**src/rtl/pgctl_pkg.sv**
```systemverilog
package pgctl_pkg;
  typedef enum logic [1:0] {
    SEL_MODE = 2'd0,
    SEL_BASE = 2'd1,
    SEL_EXT  = 2'd2,
    SEL_NONE = 2'd3
  } ctl_sel_e;

  localparam int SLOT_MODE = 0;
  localparam int SLOT_BASE = 1;
  localparam int SLOT_EXT  = 2;
  localparam int NUM_SLOTS = 3;

  localparam int MODE_PG_BIT = 31;
  localparam int MODE_WP_BIT = 16;
  localparam int MODE_PE_BIT = 0;
  localparam int EXT_PGE_BIT = 7;
  localparam int EXT_PAE_BIT = 5;
  localparam int EXT_PSE_BIT = 4;
endpackage

```
**src/rtl/pgctl_ctrl_regs.sv**
```systemverilog
module pgctl_ctrl_regs
  import pgctl_pkg::*;
#(
  parameter int DATA_W = 32,
  parameter logic [DATA_W-1:0] MODE_RST = 32'h6000_0010
) (
  input  logic              clk,
  input  logic              rst,
  input  logic              wr_en,
  input  logic [1:0]        wr_sel,
  input  logic [DATA_W-1:0] wr_data,
  output logic [DATA_W-1:0] mode_q,
  output logic [DATA_W-1:0] base_q,
  output logic [DATA_W-1:0] ext_q,
  output logic              segadd_q,
  output logic              full_cause,
  output logic              ng_cause
);
  localparam logic [DATA_W-1:0] ONE = DATA_W'(1);
  localparam logic [DATA_W-1:0] MODE_WATCH =
    (ONE << MODE_PG_BIT) | (ONE << MODE_WP_BIT) | (ONE << MODE_PE_BIT);
  localparam logic [DATA_W-1:0] EXT_WATCH =
    (ONE << EXT_PGE_BIT) | (ONE << EXT_PAE_BIT) | (ONE << EXT_PSE_BIT);

  logic [DATA_W-1:0] slot_q [NUM_SLOTS];
  logic [NUM_SLOTS-1:0] slot_wr;

  generate
    for (genvar g = 0; g < NUM_SLOTS; g++) begin : g_slot
      localparam logic [DATA_W-1:0] RST_V = (g == SLOT_MODE) ? MODE_RST : '0;
      assign slot_wr[g] = wr_en && (wr_sel == 2'(g));
      always_ff @(posedge clk) begin
        if (rst) slot_q[g] <= RST_V;
        else if (slot_wr[g]) slot_q[g] <= wr_data;
      end
    end
  endgenerate

  assign mode_q = slot_q[SLOT_MODE];
  assign base_q = slot_q[SLOT_BASE];
  assign ext_q  = slot_q[SLOT_EXT];

  logic mode_hit, ext_hit;
  always_comb begin
    mode_hit   = slot_wr[SLOT_MODE] && (|((wr_data ^ slot_q[SLOT_MODE]) & MODE_WATCH));
    ext_hit    = slot_wr[SLOT_EXT] && (|((wr_data ^ slot_q[SLOT_EXT]) & EXT_WATCH));
    full_cause = mode_hit || ext_hit;
    ng_cause   = slot_wr[SLOT_BASE] && slot_q[SLOT_MODE][MODE_PG_BIT];
  end

  always_ff @(posedge clk) begin
    if (rst) segadd_q <= !MODE_RST[MODE_PE_BIT];
    else if (slot_wr[SLOT_MODE] && !wr_data[MODE_PE_BIT]) segadd_q <= 1'b1;
  end


  sel_none_chk: assert property (@(posedge clk) disable iff (rst)
    (wr_en && wr_sel == SEL_NONE) |=> ($stable(mode_q) && $stable(base_q) && $stable(ext_q)));


  base_store_chk: assert property (@(posedge clk) disable iff (rst)
    (wr_en && wr_sel == SEL_BASE) |=> (base_q == $past(wr_data)));


  segadd_chk: assert property (@(posedge clk) disable iff (rst)
    !mode_q[MODE_PE_BIT] |-> segadd_q);
endmodule

```
**src/rtl/pgctl_a20_gate.sv**
```systemverilog
module pgctl_a20_gate #(
  parameter int DATA_W  = 32,
  parameter int A20_POS = 20
) (
  input  logic              clk,
  input  logic              rst,
  input  logic              a20_level,
  output logic [DATA_W-1:0] mask_q,
  output logic              toggle
);
  logic [DATA_W-1:0] mask_nx;

  always_comb begin
    toggle           = (a20_level != mask_q[A20_POS]);
    mask_nx          = '1;
    mask_nx[A20_POS] = a20_level;
  end

  always_ff @(posedge clk) begin
    if (rst) mask_q <= '1;
    else if (toggle) mask_q <= mask_nx;
  end


  a20_follow_chk: assert property (@(posedge clk) disable iff (rst)
    (a20_level != mask_q[A20_POS]) |=> (mask_q[A20_POS] == $past(a20_level)));


  a20_hold_chk: assert property (@(posedge clk) disable iff (rst)
    (a20_level == mask_q[A20_POS]) |=> $stable(mask_q));
endmodule

```
**src/rtl/pgctl_flush_out.sv**
```systemverilog
module pgctl_flush_out #(
  parameter int N_FULL = 2
) (
  input  logic              clk,
  input  logic              rst,
  input  logic [N_FULL-1:0] full_src,
  input  logic              ng_src,
  input  logic              exit_src,
  output logic              flush_all,
  output logic              flush_ng,
  output logic              exit_q
);
  logic any_full;
  assign any_full = |full_src;

  always_ff @(posedge clk) begin
    if (rst) begin
      flush_all <= 1'b0;
      flush_ng  <= 1'b0;
      exit_q    <= 1'b0;
    end else begin
      flush_all <= any_full;
      flush_ng  <= ng_src && !any_full;
      exit_q    <= exit_src;
    end
  end


  flush_excl_chk: assert property (@(posedge clk) disable iff (rst)
    !(flush_all && flush_ng));
endmodule

```
**src/rtl/pgctl_flush_ctrl.sv**
```systemverilog
module pgctl_flush_ctrl
  import pgctl_pkg::*;
#(
  parameter int DATA_W  = 32,
  parameter int A20_POS = 20,
  parameter logic [DATA_W-1:0] MODE_RST = 32'h6000_0010
) (
  input  logic              clk,
  input  logic              rst,
  input  logic              wr_en,
  input  logic [1:0]        wr_sel,
  input  logic [DATA_W-1:0] wr_data,
  input  logic              a20_level,
  output logic [DATA_W-1:0] cr0,
  output logic [DATA_W-1:0] cr3,
  output logic [DATA_W-1:0] cr4,
  output logic [DATA_W-1:0] a20_mask,
  output logic              mode_prot,
  output logic              mode_segadd,
  output logic              flush_all,
  output logic              flush_nonglobal,
  output logic              exec_exit
);
  localparam int N_FULL = 2;

  logic reg_full, reg_ng, a20_tog;

  pgctl_ctrl_regs #(.DATA_W(DATA_W), .MODE_RST(MODE_RST)) regs_i (
    .clk(clk), .rst(rst), .wr_en(wr_en), .wr_sel(wr_sel), .wr_data(wr_data),
    .mode_q(cr0), .base_q(cr3), .ext_q(cr4), .segadd_q(mode_segadd),
    .full_cause(reg_full), .ng_cause(reg_ng)
  );

  pgctl_a20_gate #(.DATA_W(DATA_W), .A20_POS(A20_POS)) gate_i (
    .clk(clk), .rst(rst), .a20_level(a20_level), .mask_q(a20_mask), .toggle(a20_tog)
  );

  pgctl_flush_out #(.N_FULL(N_FULL)) pulse_i (
    .clk(clk), .rst(rst), .full_src({a20_tog, reg_full}), .ng_src(reg_ng),
    .exit_src(a20_tog), .flush_all(flush_all), .flush_ng(flush_nonglobal),
    .exit_q(exec_exit)
  );

  assign mode_prot = cr0[MODE_PE_BIT];


  exit_full_chk: assert property (@(posedge clk) disable iff (rst)
    exec_exit |-> flush_all);


  ng_origin_chk: assert property (@(posedge clk) disable iff (rst)
    flush_nonglobal |-> $past(wr_en && (wr_sel == SEL_BASE) && cr0[MODE_PG_BIT]));
endmodule

```
**config.mk**
```make
export PLATFORM = sky130hd
export DESIGN_NAME = pgctl_flush_ctrl
export DESIGN_NICKNAME = d
export VERILOG_FILES = /design/src/rtl/pgctl_pkg.sv /design/src/rtl/pgctl_ctrl_regs.sv /design/src/rtl/pgctl_a20_gate.sv /design/src/rtl/pgctl_flush_out.sv /design/src/rtl/pgctl_flush_ctrl.sv
export SDC_FILE = /design/constraint.sdc
export NUM_CORES = 1
export LEC_CHECK = 0
export ABC_AREA = 0
export BUFFER_PORTS_ARGS = -buffer_cell sky130_fd_sc_hd__buf_2
export CORE_MARGIN = 8
export CORE_UTILIZATION = 31
export CTS_CLUSTER_DIAMETER = 50
export CTS_CLUSTER_SIZE = 20
export DETAILED_ROUTE_END_ITERATION = 8
export SKIP_LAST_GASP = 1
export SYNTH_ARGS = -nofsm -noshare
export SYNTH_HDL_FRONTEND = slang
export SYNTH_SLANG_ARGS = --single-unit
```
**constraint.sdc**
```tcl
create_clock -name clk -period 3 [get_ports clk]
set_input_delay 0.15 -clock clk [delete_from_list [all_inputs] [get_ports clk]]
set_output_delay 0.15 -clock clk [all_outputs]
set_load 0.005 [all_outputs]
```
Word-level counts from Yosys, hierarchy flattened

Memories as Yosys holds them, arrays and structs flattened.
Cells that the tools add are included.

Eq/ne operators: 3
Bitwise gates (word level): 5
Reduce and logical (&&, ||, !) cells: 13
Mux-type cells: 14

Operators with widths:

| operator             | number |
|---|---|
| $mux W32             | 3 |
| $xor A32 B32 Y32     | 1 |
| $mux W1              | 11 |
| $xor A8 B8 Y8        | 1 |
| $logic_and A1 B1 Y1  | 7 |
| $reduce_or A3 Y1     | 2 |
| $or A1 B1 Y1         | 3 |
| $eq A2 B1 Y1 const B | 1 |
| $eq A2 B2 Y1 const B | 1 |
| $logic_not A2 Y1     | 1 |
| $reduce_or A2 Y1     | 1 |
| $logic_not A1 Y1     | 1 |
| $logic_or A1 B1 Y1   | 1 |
| $ne A1 B1 Y1         | 1 |

Flip-flop bits (word level): 4
Logic and storage cells: 40
RAM bits: 96
Output and inout port bits: 133
Memories: 1
Bits of input ports: 38

Memory list:

| memory        | depth | bits a word | rd ports | clocked after memory_dff | wr ports | line                  | source |
|---|---|---|---|---|---|---|---|
| regs_i.slot_q | 3     | 32          | 3        | 0                        | 3        | pgctl_ctrl_regs.sv:25 | `logic [DATA_W-1:0] slot_q [NUM_SLOTS];` |

Logic depth before layout (Yosys ltp)

An unclocked memory read counts as a cell.

Word-level depth: 8
Depth in mapped cells: 4
Mapped depth without buffers: 3

Cells and area by module

A second synthesis with hierarchy kept.

Cells, all modules: 264
Area total of the unflattened synthesis: 4105.2 µm²

By module, submodules not included:

| module           | instances | area each (µm²) | cells each | sequential area each (µm²) |
|---|---|---|---|---|
| pgctl_ctrl_regs  | 1         | 3734.8          | 222        | 2882.8 |
| pgctl_a20_gate   | 1         | 271.5           | 35         | 20.0 |
| pgctl_flush_out  | 1         | 91.3            | 6          | 60.1 |
| pgctl_flush_ctrl | 1         | 7.5             | 1          | 0.0 |

Worst setup path after synthesis

No wires, ideal clock.

Path type: input to register
From: in wr_sel[0]
To: mem regs_i.slot_q[0][0] (enable)
Arrival time: 1265 ps
Library setup time: 389 ps
Data required time: 2611 ps
Path buffers: 0
Setup slack: 1345 ps
Cell stages on the path: 2
Path through: or3b_4 nand2_1

RTL lines:

| item               | line                   | source |
|---|---|---|
| start: declaration | pgctl_flush_ctrl.sv:11 | `input logic [1:0] wr_sel,` |
| end: declaration   | pgctl_ctrl_regs.sv:25  |  |

==> results.sh <==
export IMPL_drc_errors=0
export IMPL_drt_iter0_drc=157
export IMPL_max_vdd_ir_drop_mv=0.2476
export IMPL_r2r_start="regs_i.slot_q[0][16]"
export IMPL_hold_viol=0
export IMPL_rows=41
export IMPL_synth_warnings=0
export IMPL_p_per_area_nw_per_um2=598.2
export IMPL_holdBufCountCts=0
export IMPL_hp_class="in -> reg"
export IMPL_drv_cap=0
export IMPL_floorplan_initialDensity=0.3197
export IMPL_fmax_mhz=717.5
export IMPL_clockBufferDepth=2
export IMPL_slew_viol_final=0
export IMPL_yosysSeqAreaShare=0.7313
export IMPL_tightest_slew_ps=829.7
export IMPL_relSlewSlack=0.4449
export IMPL_cts_setup_buffers=0
export IMPL_period_share=0.4646
export IMPL_area_growth_syn_to_layout_pct=25.76
export IMPL_synth_cell_types=23
export IMPL_cts_resized=0
export IMPL_cp_required_ps=2960
export IMPL_core_area_um2=12670
export IMPL_crit_path_start_kind="primary input"
export IMPL_drt_pass1_iter_count=4
export IMPL_arrival_ps=1360
export IMPL_htreeDepth=3
export IMPL_fin_skew_ps=5.637
export IMPL_setup_viol=0
export IMPL_r2r_slack_ps=1700
export IMPL_cts_tree="built"
export IMPL_clock_root_buffer="clkbuf_16"
export IMPL_cp_end_kind="flop"
export IMPL_cts_sinks=100
export IMPL_reg2regPathDepth=3
export IMPL_r2r_end="pulse_i.flush_all"
export IMPL_min_period_ps=1394
export IMPL_ys_ff_latch=100
export IMPL_holdPathStages=2
export IMPL_whs_endpoint="gate_i.mask_q[20]"
export IMPL_antenna_found_initial=0
export IMPL_p_leak_nw=2.217
export IMPL_grt_overflow_total=0
export IMPL_status="complete, no violations"
export IMPL_rsz0062_at_grt="false"
export IMPL_ys_async_sr_fraction=0
export IMPL_post_dp_hpwl_um=7455
export IMPL_portBuffers=138
export IMPL_syn_area_um2=4051
export IMPL_ys_flop_type="edfxtp_1"
export IMPL_crit_type="in -> reg"
export IMPL_fin_nets=442
export IMPL_min_from="a20_level"
export IMPL_ant_nets=0
export IMPL_gp_congestion=0.6831
export IMPL_clkLatencyLatePin_ps=340
export IMPL_synth_avg_cell_area_um2=15.23
export IMPL_n_fill_cell=1200
export IMPL_grt_max_degree=34
export IMPL_crit_fanout=32
export IMPL_drive_gt1_frac=0.3961
export IMPL_fin_setup_tns_ps=0
export IMPL_vias=2425
export IMPL_ioPinCount=171
export IMPL_netlist_instances=266
export IMPL_final_util=0.4021
export IMPL_grt_pass1_vias=2690
export IMPL_dieWidth_um=130.3
export IMPL_wl_per_cell_um=17.64
export IMPL_cts_buffers=9
export IMPL_die_h_um=130.3
export IMPL_n_antenna_cell=0
export IMPL_die_area_um2=16980
export IMPL_routed_wirelength_um=10250
export IMPL_grt_util_all_layers=0.1215
export IMPL_clkSlewWorstSetupHoldPaths_ps=70
export IMPL_grt_first_pass_wirelength_um=15150
export IMPL_synth_edff_count=96
export IMPL_vias_per_cell=4.174
## logic make-up (layout without fill, tap and decap cells)
kind of cell,Yosys count,after routing,synth area share
other cells,1,32,0.0009256
xor+xnor,7,7,0.01513
simple gates,109,109,0.1702
flops,100,100,0.7313
buf+inv,46,158,0.07566
compound gates,3,3,0.006795
## flip-flops by register name (all words and copies together), names as in the netlist
signal and flops:
pulse_i.flush_ng 1, gate_i.mask_q 1, regs_i.slot_q 96, pulse_i.exit_q 1, pulse_i.flush_all 1
## cell type report
| class | count | area [um2] | area share |
|---|---|---|---|
| Inverter | 1 | 3.754 | 0.0007367 |
| Timing Repair Buffer | 141 | 713.2 | 0.1400 |
| Multi-Input combinational cell | 151 | 914.6 | 0.1795 |
| Clock inverter | 5 | 52.55 | 0.01031 |
| Sequential cell | 100 | 2963 | 0.5815 |
| Clock buffer | 11 | 232.7 | 0.04568 |
| Tap cell | 172 | 215.2 | 0.04224 |
## power by group
group	internal [mW]	leakage, nW	switching (mW)	total [mW]
Clock	0.642	0.131	0.477	1.12
Combinational	0.107	1.11	0.152	0.259
Sequential	1.64	0.978	0.0340	1.67
## how the worst max path moves through the flow
stage                    from                   end  slack, ps
global route        wr_sel[0]  regs_i.slot_q[2][29]       1510
detailed placement  wr_sel[0]  regs_i.slot_q[0][13]       1230
floorplan           wr_sel[0]   regs_i.slot_q[0][0]       1350
finish              wr_sel[0]  regs_i.slot_q[0][22]       1610
CTS                 wr_sel[0]  regs_i.slot_q[0][19]       1590
global placement    wr_sel[0]  regs_i.slot_q[0][10]       1280
## layout by cell type (no fill, tap or decap), drive strengths merged, types with 2 or more instances in the layout
master    synthesis  routed
conb              1      32
dfxtp             4       4
a31oi             2       2
and3             29      29
and2             65      65
nand3b            2       2
clkbuf            4      11
nand2             4       4
buf              41     141
clkinv            0       2
clkinvlp          0       2
edfxtp           96      96
or3               3       3
xnor2             6       6
## worst max-delay path, stage by stage
cell     delay, ps
buf_2          140
or3b_4         440
nand2_2        610
## layer usage
layer / up-vias / GRT usage / part of all wire
met5: - / 0 / 0
met4: 0 / 0.05874 / 0.018
met3: 11 / 0.03590 / 0.088
met2: 117 / 0.2017 / 0.48
met1: 1147 / 0.1413 / 0.41
li1: 1150 / - / -
## metrics by stage
step	power [mW]	hold WS, ps	cell area [um2]	setup WS [ps]	cells
floorplan	1.816	253.8	4168	1345	297
global placement	1.965	390.9	4810	1283	565
detailed placement	1.969	400.5	4810	1234	565
CTS	3.077	38.90	5095	1587	581
global route	3.163	46.66	5095	1508	581
finish	3.048	39.83	5095	1606	581
## Yosys cell counts, drive strengths merged (2+ instances only)
library cell  count  area (um2)
a31oi             2       18.77
buf              41       287.8
nand3b            2       15.01
xnor2             6       52.55
and3             29       181.4
dfxtp             4       80.08
nand2             4       15.01
and2             65       406.6
or3               3       18.77
clkbuf            4       15.01
edfxtp           96        2883
(Power assumes the default switching activity.)
